$ cat src/rtl/strap_pkg.sv
package strap_pkg;
  typedef enum logic [2:0] {
    FQ_100 = 3'd0, FQ_133 = 3'd1, FQ_167 = 3'd2, FQ_200 = 3'd3,
    FQ_267 = 3'd4, FQ_333 = 3'd5, FQ_400 = 3'd6, FQ_RSV = 3'd7
  } freq_e;

  function automatic freq_e map_code(input logic tbl, input logic [2:0] code);
    freq_e f;
    if (!tbl) begin
      case (code)
        3'd0: f = FQ_267;
        3'd1: f = FQ_133;
        3'd2: f = FQ_200;
        3'd3: f = FQ_167;
        3'd4: f = FQ_333;
        3'd5: f = FQ_100;
        3'd6: f = FQ_400;
        default: f = FQ_RSV;
      endcase
    end else begin
      case (code)
        3'd0: f = FQ_100;
        3'd1: f = FQ_133;
        3'd2: f = FQ_200;
        3'd3: f = FQ_167;
        3'd4: f = FQ_200;
        3'd5: f = FQ_267;
        3'd6: f = FQ_400;
        default: f = FQ_333;
      endcase
    end
    return f;
  endfunction
endpackage

$ cat src/rtl/strap_capture.sv
module strap_capture #(
  parameter int STRAP_W  = 5,
  parameter int TEST_BIT = 4
) (
  input  logic               clk,
  input  logic               rst,
  input  logic               pwrgd_n,
  input  logic [STRAP_W-1:0] strap_in,
  output logic [STRAP_W-1:0] strap_q,
  output logic               captured,
  output logic [STRAP_W-1:0] pin_oe,
  output logic               test_mode
);
  logic take;
  assign take = !captured && !pwrgd_n;

  always_ff @(posedge clk) begin
    if (rst) begin
      strap_q   <= '0;
      captured  <= 1'b0;
      test_mode <= 1'b0;
    end else if (take) begin
      strap_q   <= strap_in;
      captured  <= 1'b1;
      test_mode <= test_mode | strap_in[TEST_BIT];
    end
  end

  for (genvar i = 0; i < STRAP_W; i++) begin : g_oe
    always_ff @(posedge clk) begin
      if (rst) pin_oe[i] <= 1'b0;
      else     pin_oe[i] <= captured;
    end
  end


  latch_once_chk: assert property (@(posedge clk) disable iff (rst)
    $past(captured) |-> $stable(strap_q));

  oe_quiet_chk: assert property (@(posedge clk) disable iff (rst)
    !$past(captured) |-> (pin_oe == '0));

  test_sticky_chk: assert property (@(posedge clk) disable iff (rst)
    $past(test_mode) |-> test_mode);
endmodule

$ cat src/rtl/freq_decode.sv
module freq_decode
  import strap_pkg::*;
#(
  parameter int STRAP_W = 5,
  parameter int FS_W    = 3,
  parameter int REG_W   = 8,
  parameter int OVC_W   = 3
) (
  input  logic               clk,
  input  logic               rst,
  input  logic [STRAP_W-1:0] strap_q,
  input  logic [REG_W-1:0]   cfg_fsel,
  input  logic [REG_W-1:0]   cfg_src,
  output logic [FS_W:0]      fs_code,
  output logic [2:0]         cpu_freq_idx,
  output logic               cpu_reserved,
  output logic               cpu_spread_en,
  output logic               src_spread_en,
  output logic [OVC_W-1:0]   src_ovc_pct
);
  localparam int SRC_SEL_BIT = 7;
  localparam int SS_A_BIT    = 6;
  localparam int TBL_BIT     = 4;
  localparam int SS_B_BIT    = 3;
  localparam int SRC_SS_BIT  = 4;
  localparam int OVC_LO      = 2;

  logic [FS_W-1:0] code_sel;
  logic            tbl_sel;
  freq_e           f_sel;
  logic [1:0]      ovc_sel;
  logic [OVC_W-1:0] ovc_pct;

  always_comb begin
    if (cfg_fsel[SRC_SEL_BIT]) begin
      code_sel = cfg_fsel[FS_W-1:0];
      tbl_sel  = cfg_fsel[TBL_BIT];
    end else begin
      code_sel = strap_q[FS_W-1:0];
      tbl_sel  = strap_q[FS_W];
    end
    f_sel   = map_code(tbl_sel, code_sel);
    ovc_sel = cfg_src[OVC_LO+1:OVC_LO];
    ovc_pct = (ovc_sel == 2'd0) ? '0 : OVC_W'(1 << (ovc_sel - 2'd1));
  end

  always_ff @(posedge clk) begin
    if (rst) begin
      fs_code       <= '0;
      cpu_freq_idx  <= '0;
      cpu_reserved  <= 1'b0;
      cpu_spread_en <= 1'b0;
      src_spread_en <= 1'b0;
      src_ovc_pct   <= '0;
    end else begin
      fs_code       <= {tbl_sel, code_sel};
      cpu_freq_idx  <= f_sel;
      cpu_reserved  <= (f_sel == FQ_RSV);
      cpu_spread_en <= cfg_fsel[SS_A_BIT] & cfg_fsel[SS_B_BIT];
      src_spread_en <= cfg_src[SRC_SS_BIT];
      src_ovc_pct   <= ovc_pct;
    end
  end


  cpu_ss_chk: assert property (@(posedge clk) disable iff (rst)
    cpu_spread_en |-> ($past(cfg_fsel[SS_A_BIT]) && $past(cfg_fsel[SS_B_BIT])));

  src_ovc_chk: assert property (@(posedge clk) disable iff (rst)
    $onehot0(src_ovc_pct));

  rsv_chk: assert property (@(posedge clk) disable iff (rst)
    cpu_reserved |-> (fs_code == {1'b0, {FS_W{1'b1}}}));
endmodule

$ cat src/rtl/strap_freq_sel.sv
module strap_freq_sel #(
  parameter int STRAP_W  = 5,
  parameter int FS_W     = 3,
  parameter int REG_W    = 8,
  parameter int OVC_W    = 3,
  parameter int TEST_BIT = 4
) (
  input  logic               clk,
  input  logic               rst,
  input  logic               pwrgd_n,
  input  logic [STRAP_W-1:0] strap_in,
  input  logic [REG_W-1:0]   cfg_fsel,
  input  logic [REG_W-1:0]   cfg_src,
  output logic [STRAP_W-1:0] pin_oe,
  output logic [FS_W:0]      fs_code,
  output logic [2:0]         cpu_freq_idx,
  output logic               cpu_reserved,
  output logic               cpu_spread_en,
  output logic               src_spread_en,
  output logic [OVC_W-1:0]   src_ovc_pct,
  output logic               test_mode
);
  logic [STRAP_W-1:0] strap_q;
  logic               captured;

  strap_capture #(.STRAP_W(STRAP_W), .TEST_BIT(TEST_BIT)) u_cap (
    .clk(clk), .rst(rst), .pwrgd_n(pwrgd_n), .strap_in(strap_in),
    .strap_q(strap_q), .captured(captured), .pin_oe(pin_oe),
    .test_mode(test_mode)
  );

  freq_decode #(.STRAP_W(STRAP_W), .FS_W(FS_W), .REG_W(REG_W), .OVC_W(OVC_W)) u_dec (
    .clk(clk), .rst(rst), .strap_q(strap_q), .cfg_fsel(cfg_fsel),
    .cfg_src(cfg_src), .fs_code(fs_code), .cpu_freq_idx(cpu_freq_idx),
    .cpu_reserved(cpu_reserved), .cpu_spread_en(cpu_spread_en),
    .src_spread_en(src_spread_en), .src_ovc_pct(src_ovc_pct)
  );


  oe_after_pg_chk: assert property (@(posedge clk) disable iff (rst)
    (pin_oe != '0) |-> (pin_oe == '1));
endmodule

$ cat config.mk
export PLATFORM = sky130hd
export DESIGN_NAME = strap_freq_sel
export DESIGN_NICKNAME = d
export VERILOG_FILES = /design/src/rtl/strap_pkg.sv /design/src/rtl/strap_capture.sv /design/src/rtl/freq_decode.sv /design/src/rtl/strap_freq_sel.sv
export SDC_FILE = /design/constraint.sdc
export NUM_CORES = 1
export LEC_CHECK = 0
export BUFFER_PORTS_ARGS = -buffer_cell sky130_fd_sc_hd__buf_4
export CAP_MARGIN = 20
export CORE_AREA = 4 4 50 52
export CTS_CLUSTER_SIZE = 30
export DETAILED_ROUTE_END_ITERATION = 6
export DIE_AREA = 0 0 54 56
export PLACE_DENSITY = 0.71
export SYNTH_ARGS = -nofsm -noshare
export SYNTH_HDL_FRONTEND = slang
export SYNTH_SLANG_ARGS = --single-unit
$ cat constraint.sdc
create_clock -name clk -period 1.1 [get_ports clk]
set_clock_uncertainty 0.05 [all_clocks]
set_input_delay 0.055 -clock clk [delete_from_list [all_inputs] [get_ports clk]]
set_output_delay 0.055 -clock clk [all_outputs]
set_load 0.02 [all_outputs]
==> reports/metrics.yaml, run 1 <==
gp_congestion: 0.707
seqPwrFrac_pct: 45.9
synth_top_cell_by_area: "dfxtp_1"
critPathRequiredTime_ps: 1250
finalPower_mw: 1.72
max-cap-violations: 0
grt_usage_pct: 12.1
drc_errors: 0
cts.clk_slew.worst_paths_ps: 110
syn_nets: 99
cts_tree: "yes"
hpwl_um: 1110
root_buffer: "clkbuf_4"
worstRegToRegCells: 3
synth-seq-cells: 20
grt_max_degree: 19
endpoint: "u_dec.cpu_freq_idx[0]"
wl_um: 1610
syn_inst: 74
power_density_nw_per_um2: 1430
die_x_um: 54
syn_avg_cell_area_sq_um: 10.1
dr_total_vias: 639
dpl_cell_area_sq_um: 1030
nets: 147
slowest_stage: "xnor3_1"
diodes: 0
critPathMaxStageDelay_ps: 400
die_h_um: 56
firstDrtPassIters: 4
worst_setup_path_start_kind: "register"
synth_top_area_share_pct: 53.6
setup_slack_ps: -49.8
whs_ps: 25.2
max_freq_mhz: 870
r2r-start: "u_cap.strap_q[0]"
dr.first_iter.drc_count: 3
end_kind: "register"
r2r-end: "u_dec.cpu_freq_idx[0]"
fp-row-count: 17
antenna_found_initial: 0
drive_gt1_share_pct: 41.3
setup_viol: 2
cp_cell_sequence: "mux2i_4, xnor3_1, nor2b_4"
cts.sinks: 20
ios: 43
worst-setup-path-type: "reg -> reg"
hold_viol: 0
htreeDepth: 1
worst_slew_pin_slew_ps: 307
min_period_over_period_pct: 105
port_buffers: 36
rsz0062_at_grt: "yes"
drtAntennaViolNets: 0
internal_power_mw: 1.32
syn_area_sq_um: 747
die_area_sq_um: 3020
crit_arrival_ps: 1300
vias_per_cell: 4.29
p_leak_nw: 0.561
synth_edf_count: 0
status: "finished with violations"
p_switching_mw: 0.392
crit_fanout: 2
fin_area_sq_um: 1200
cts_made_buffers: 3
p_sw_share_pct: 22.8
fin_crit_ps: 1150
syn_to_final_growth_pct: 60.5
post_drt_wl_per_cell_um: 10.8
crit_start: "u_cap.strap_q[0]"
grt_pass1_vias: 625
clkLatencyLatePin_ps: 290
violations: "setup timing"
grt_pass1_wl_um: 2640
ys_top_cells_by_area: "dfxtp_1 (54%), mux2i_4 (6.0%), nor2_1 (6.0%)"
synth_cell_type_count: 22
synth_seq_area_share_pct: 53.6
floorplan.initialDensity_pct: 35.5
tns_ps: -57.4
core-area_sq_um: 2110
synthArstFlopShare_pct: 0
gr-total-overflow: 0
post-cts-setup-buffers: 0
yosys_warnings: 0
peakVddDrop_uv: 909
clk_path_buf_depth: 2
min_path_type: "in -> reg"
clock_power_share_pct: 34.4
final_core_util_pct: 56.9
pwr-share-comb_pct: 19.7
maxSlewViolCount: 0
rrSetupSlack_ps: -50
slew_headroom_pct: 79.1
synth-main-ff-cell: "dfxtp_1"
[flip-flops by register name, indices dropped and copies added, names as in the netlist]
signal and cells:
u_dec.cpu_freq_idx 3, u_dec.cpu_reserved 1, u_dec.cpu_spread_en 1, u_dec.src_spread_en 1
u_dec.fs_code 4, u_cap.test_mode 1, u_cap.strap_q 4, u_dec.src_ovc_pct 3
u_cap.pin_oe 1, u_cap.captured 1
[area by class of cell]
| type | instances | area, sq um |
|---|---|---|
| Inverter | 3 | 11.3 |
| Timing Repair Buffer | 50 | 403 |
| Tap cell | 28 | 35.0 |
| Sequential cell | 20 | 402 |
| Multi-Input combinational cell | 44 | 295 |
| Clock inverter | 1 | 30.0 |
| Fill cell | 173 | 907 |
| Clock buffer | 3 | 22.5 |
[power by group through the flow]
stage / Clock (mW) / Combinational (mW) / Sequential [mW]
2_1_floorplan: 0 / 0.135 / 0.845
3_3_place_gp: 0 / 0.300 / 0.803
3_5_place_dp: 0 / 0.303 / 0.804
4_1_cts: 0.610 / 0.337 / 0.789
5_1_grt: 0.641 / 0.365 / 0.794
6_report: 0.590 / 0.337 / 0.788
[worst min path at each step]
stage,from,end,slack [ps],cells past startpoint
after floorplan,cfg_src[2],u_dec.src_ovc_pct[1],80,1
after global placement,cfg_src[2],u_dec.src_ovc_pct[1],170,2
after detailed placement,cfg_src[2],u_dec.src_ovc_pct[1],180,2
after CTS,cfg_fsel[4],u_dec.fs_code[3],30,3
after global routing,cfg_fsel[4],u_dec.fs_code[3],20,3
final,cfg_fsel[4],u_dec.fs_code[3],30,3
[Yosys cell counts, types with 2 or more instances]
cell type	count
a21oi_1	6
dfxtp_1	20
nand2_1	6
o21ai_0	5
mux2i_4	2
nor2_1	12
mux2i_1	2
buf_4	4
nor3_1	2
inv_1	3
[placed cells by master, fill, tap and decap left out, types with 2 or more instances in the layout]
cell type / Yosys / routed
buf_4: 4 / 39
a21oi_1: 6 / 6
inv_1: 3 / 3
clkbuf_4: 0 / 3
nor2_1: 12 / 12
dlygate4sd3_1: 0 / 11
dfxtp_1: 20 / 19
o21ai_0: 5 / 5
mux2i_4: 2 / 2
nand2_1: 6 / 5
nor3_1: 2 / 2
[layer usage]
metal,part of all wire (%),track usage [%],up-vias
met2,57,20.8,11
met3,3.4,1.61,2
met4,2.1,9.61,0
met5,0,0,-
met1,37,12.6,293
li1,-,-,333
[logic make-up after synthesis]
family          count (synthesis)  share of synthesized area (%)
compound gates                 13                           9.55
xor+xnor                        1                           3.01
fa+ha+maj                       1                           1.67
buf+inv                        10                           8.04
flops                          20                           53.6
mux                             4                           8.71
simple gates                   25                           15.4
[worst max-delay path: cells and delay by family, from the launching register on]
family           cells  cell delay, ps
XOR/XNOR             1             400
AND/OR/NAND/NOR      1             130
multiplexers         1             140
flip-flops           1             350
[through the flow]
step	setup WS, ps	instances
after floorplan	-79.1	74
after global placement	-37.6	134
final	-49.8	149
after CTS	-59.7	149
after global routing	-99.0	149
after detailed placement	-42.7	134
[what timing repair did]
item                                   CTS  global route
setup endpoints to repair                2             7
pin swaps                                0             3
resized for setup                        2             2
hold buffers                            11             0
endpoints found under the hold margin   12             0
Note: power is estimated with default switching activity, not from simulation.
==> run 2: changes to the inputs <==
Settings changed: BUFFER_PORTS_ARGS -buffer_cell sky130_fd_sc_hd__buf_4 to -buffer_cell sky130_fd_sc_hd__buf_2.
==> reports/metrics.yaml, run 2 (synthesis gave the netlist of run 1 again) <==
firstDrtPassIters: 4  # unchanged
internal_power_mw: 1.12  # -16%
cts.sinks: 20  # unchanged
fp-row-count: 17  # unchanged
fill_cells: 202  # +17%
critPathRequiredTime_ps: 1240  # about the same
layout_common_cells: "buf_2 (35), dfxtp_1 (18), nor2_1 (11), dlygate4sd3_1 (10)"
drive_gt1_share_pct: 41.7  # +0.34 points
dr_total_vias: 638  # -0.16%
htreeDepth: 1  # unchanged
clock_power_share_pct: 28.1  # -6.3 points
worst-setup-path-type: "reg -> reg"
syn_to_final_growth_pct: 44.9
seq_area_sq_um: 403  # +0.31%
fin_crit_ps: 1160  # +9.73 ps
vias_per_cell: 4.31  # +0.52%
post_drt_wl_per_cell_um: 11.2  # +4.2%
status: "finished with violations"
root_buffer: "clkbuf_4"
grt_usage_pct: 12.5  # +0.35 points
rrSetupSlack_ps: -60  # about the same
whs_ps: 83.0  # +57.9 ps
gp_congestion: 0.703  # -0.51%
setup_slack_ps: -59.6  # -9.73 ps
drc_errors: 0  # unchanged
reg.largest.list: "u_cap.strap_q: 4 flops, u_dec.fs_code: 4 flops"
port_buffers: 36  # unchanged
clkLatencyLatePin_ps: 290  # about the same
violations: "setup timing"
p_sw_share_pct: 25.8  # +3.0 points
endpoint: "u_dec.cpu_freq_idx[0]"
cts_made_buffers: 3  # unchanged
max_freq_mhz: 862  # -0.84%
hpwl_um: 1150  # +3.2%
maxSlewViolCount: 0  # unchanged
seqPwrFrac_pct: 52.2  # +6.3 points
hold_viol: 0  # unchanged
p_switching_mw: 0.389  # -0.81%
max-cap-violations: 0  # unchanged
rsz0062_at_grt: "yes"
grt_max_degree: 19  # unchanged
worst_slew_pin_slew_ps: 364  # +57.2 ps
end_kind: "register"
drtAntennaViolNets: 0  # unchanged
min_period_over_period_pct: 105  # +0.88 points
p_leak_nw: 0.535  # -4.6%
cts_tree: "yes"
min_path_type: "in -> reg"
cts.clk_slew.worst_paths_ps: 110  # about the same
diodes: 0  # unchanged
nets: 146  # -0.68%
gr-total-overflow: 0  # unchanged
setup_viol: 1  # -1
core-area_sq_um: 2110  # unchanged
grt_pass1_vias: 640  # +2.4%
die_x_um: 54  # unchanged
wl_um: 1660  # +3.5%
antenna_found_initial: 0  # unchanged
hp-start: "cfg_src[3]"
worst_setup_path_start_kind: "register"
grt_pass1_wl_um: 2710  # +2.9%
worstRegToRegCells: 3  # unchanged
r2r-end: "u_dec.cpu_freq_idx[0]"
post-cts-setup-buffers: 0  # unchanged
clk_path_buf_depth: 2  # unchanged
place_ws_ps: -105  # -62.7 ps
die_area_sq_um: 3020  # unchanged
final_common_cell: "buf_2"
crit_fanout: 2  # unchanged
crit_arrival_ps: 1300  # about the same
peakVddDrop_uv: 580  # -36%
power_density_nw_per_um2: 1390  # -2.8%
ios: 43  # unchanged
dr.first_iter.drc_count: 5  # +2
crit_start: "u_cap.strap_q[0]"
pwr-share-comb_pct: 19.7  # about the same
die_h_um: 56  # unchanged
r2r-start: "u_cap.strap_q[0]"
slew_headroom_pct: 75.7  # -3.4 points
floorplan.initialDensity_pct: 35.5  # unchanged
multi_input_area_sq_um: 292  # -1.3%
## run 2: critical path, stage by stage, from the launching register on
cell	delay (ps)
dfxtp_2	350
mux2i_4	140
xnor3_1	400
nor2b_4	130
## run 2: worst min-delay path by stage
stage,endpoint,depth (start not counted)
floorplan,u_dec.src_ovc_pct[1],1
global placement,u_dec.src_ovc_pct[1],2
detailed placement,u_dec.src_ovc_pct[1],2
CTS,u_dec.src_ovc_pct[2],4
global route,u_dec.src_ovc_pct[2],4
finish,u_dec.src_ovc_pct[2],4
## run 2: power by group through the flow
stage	Clock [mW]	Combinational, mW	Sequential (mW)
after floorplan	0	0.135	0.845
after global placement	0	0.264	0.800
after detailed placement	0	0.271	0.802
after CTS	0.438	0.298	0.786
after global routing	0.465	0.322	0.792
final	0.423	0.296	0.786
## run 2: routing by layer
metal,track usage (%),share of wire (%)
met1,12.0,35
met2,22.3,58
met3,1.88,4.1
met4,9.61,3.0
met5,0,0
## run 2: cell type report
| type | count | share of cell area, % |
|---|---|---|
| multi-input cells | 44 | 26.9 |
| repair buffers | 49 | 28.2 |
| flip-flops and latches | 20 | 37.2 |
| inverters | 3 | 1.04 |
| well taps | 28 | 3.24 |
| clock buffers | 4 | 3.35 |
## run 2: repair_timing
item | in CTS | in global routing
endpoints found under the hold margin | 11 | 0
gates resized for setup | 2 | 2
endpoints found under the setup margin | 2 | 9
pin swaps | 0 | 1
hold buffers | 10 | 0
## run 2: per-stage QoR
stage	power, mW	utilization (%)	cells	TNS [ps]	cell area [sq um]
global placement	1.06	44.8	135	-89.8	943
global route	1.58	51.4	148	-211	1080
floorplan	0.980	-	74	-79.1	747
finish	1.51	51.4	148	-59.6	1080
CTS	1.52	51.4	149	-63.5	1080
detailed placement	1.07	44.8	135	-106	943
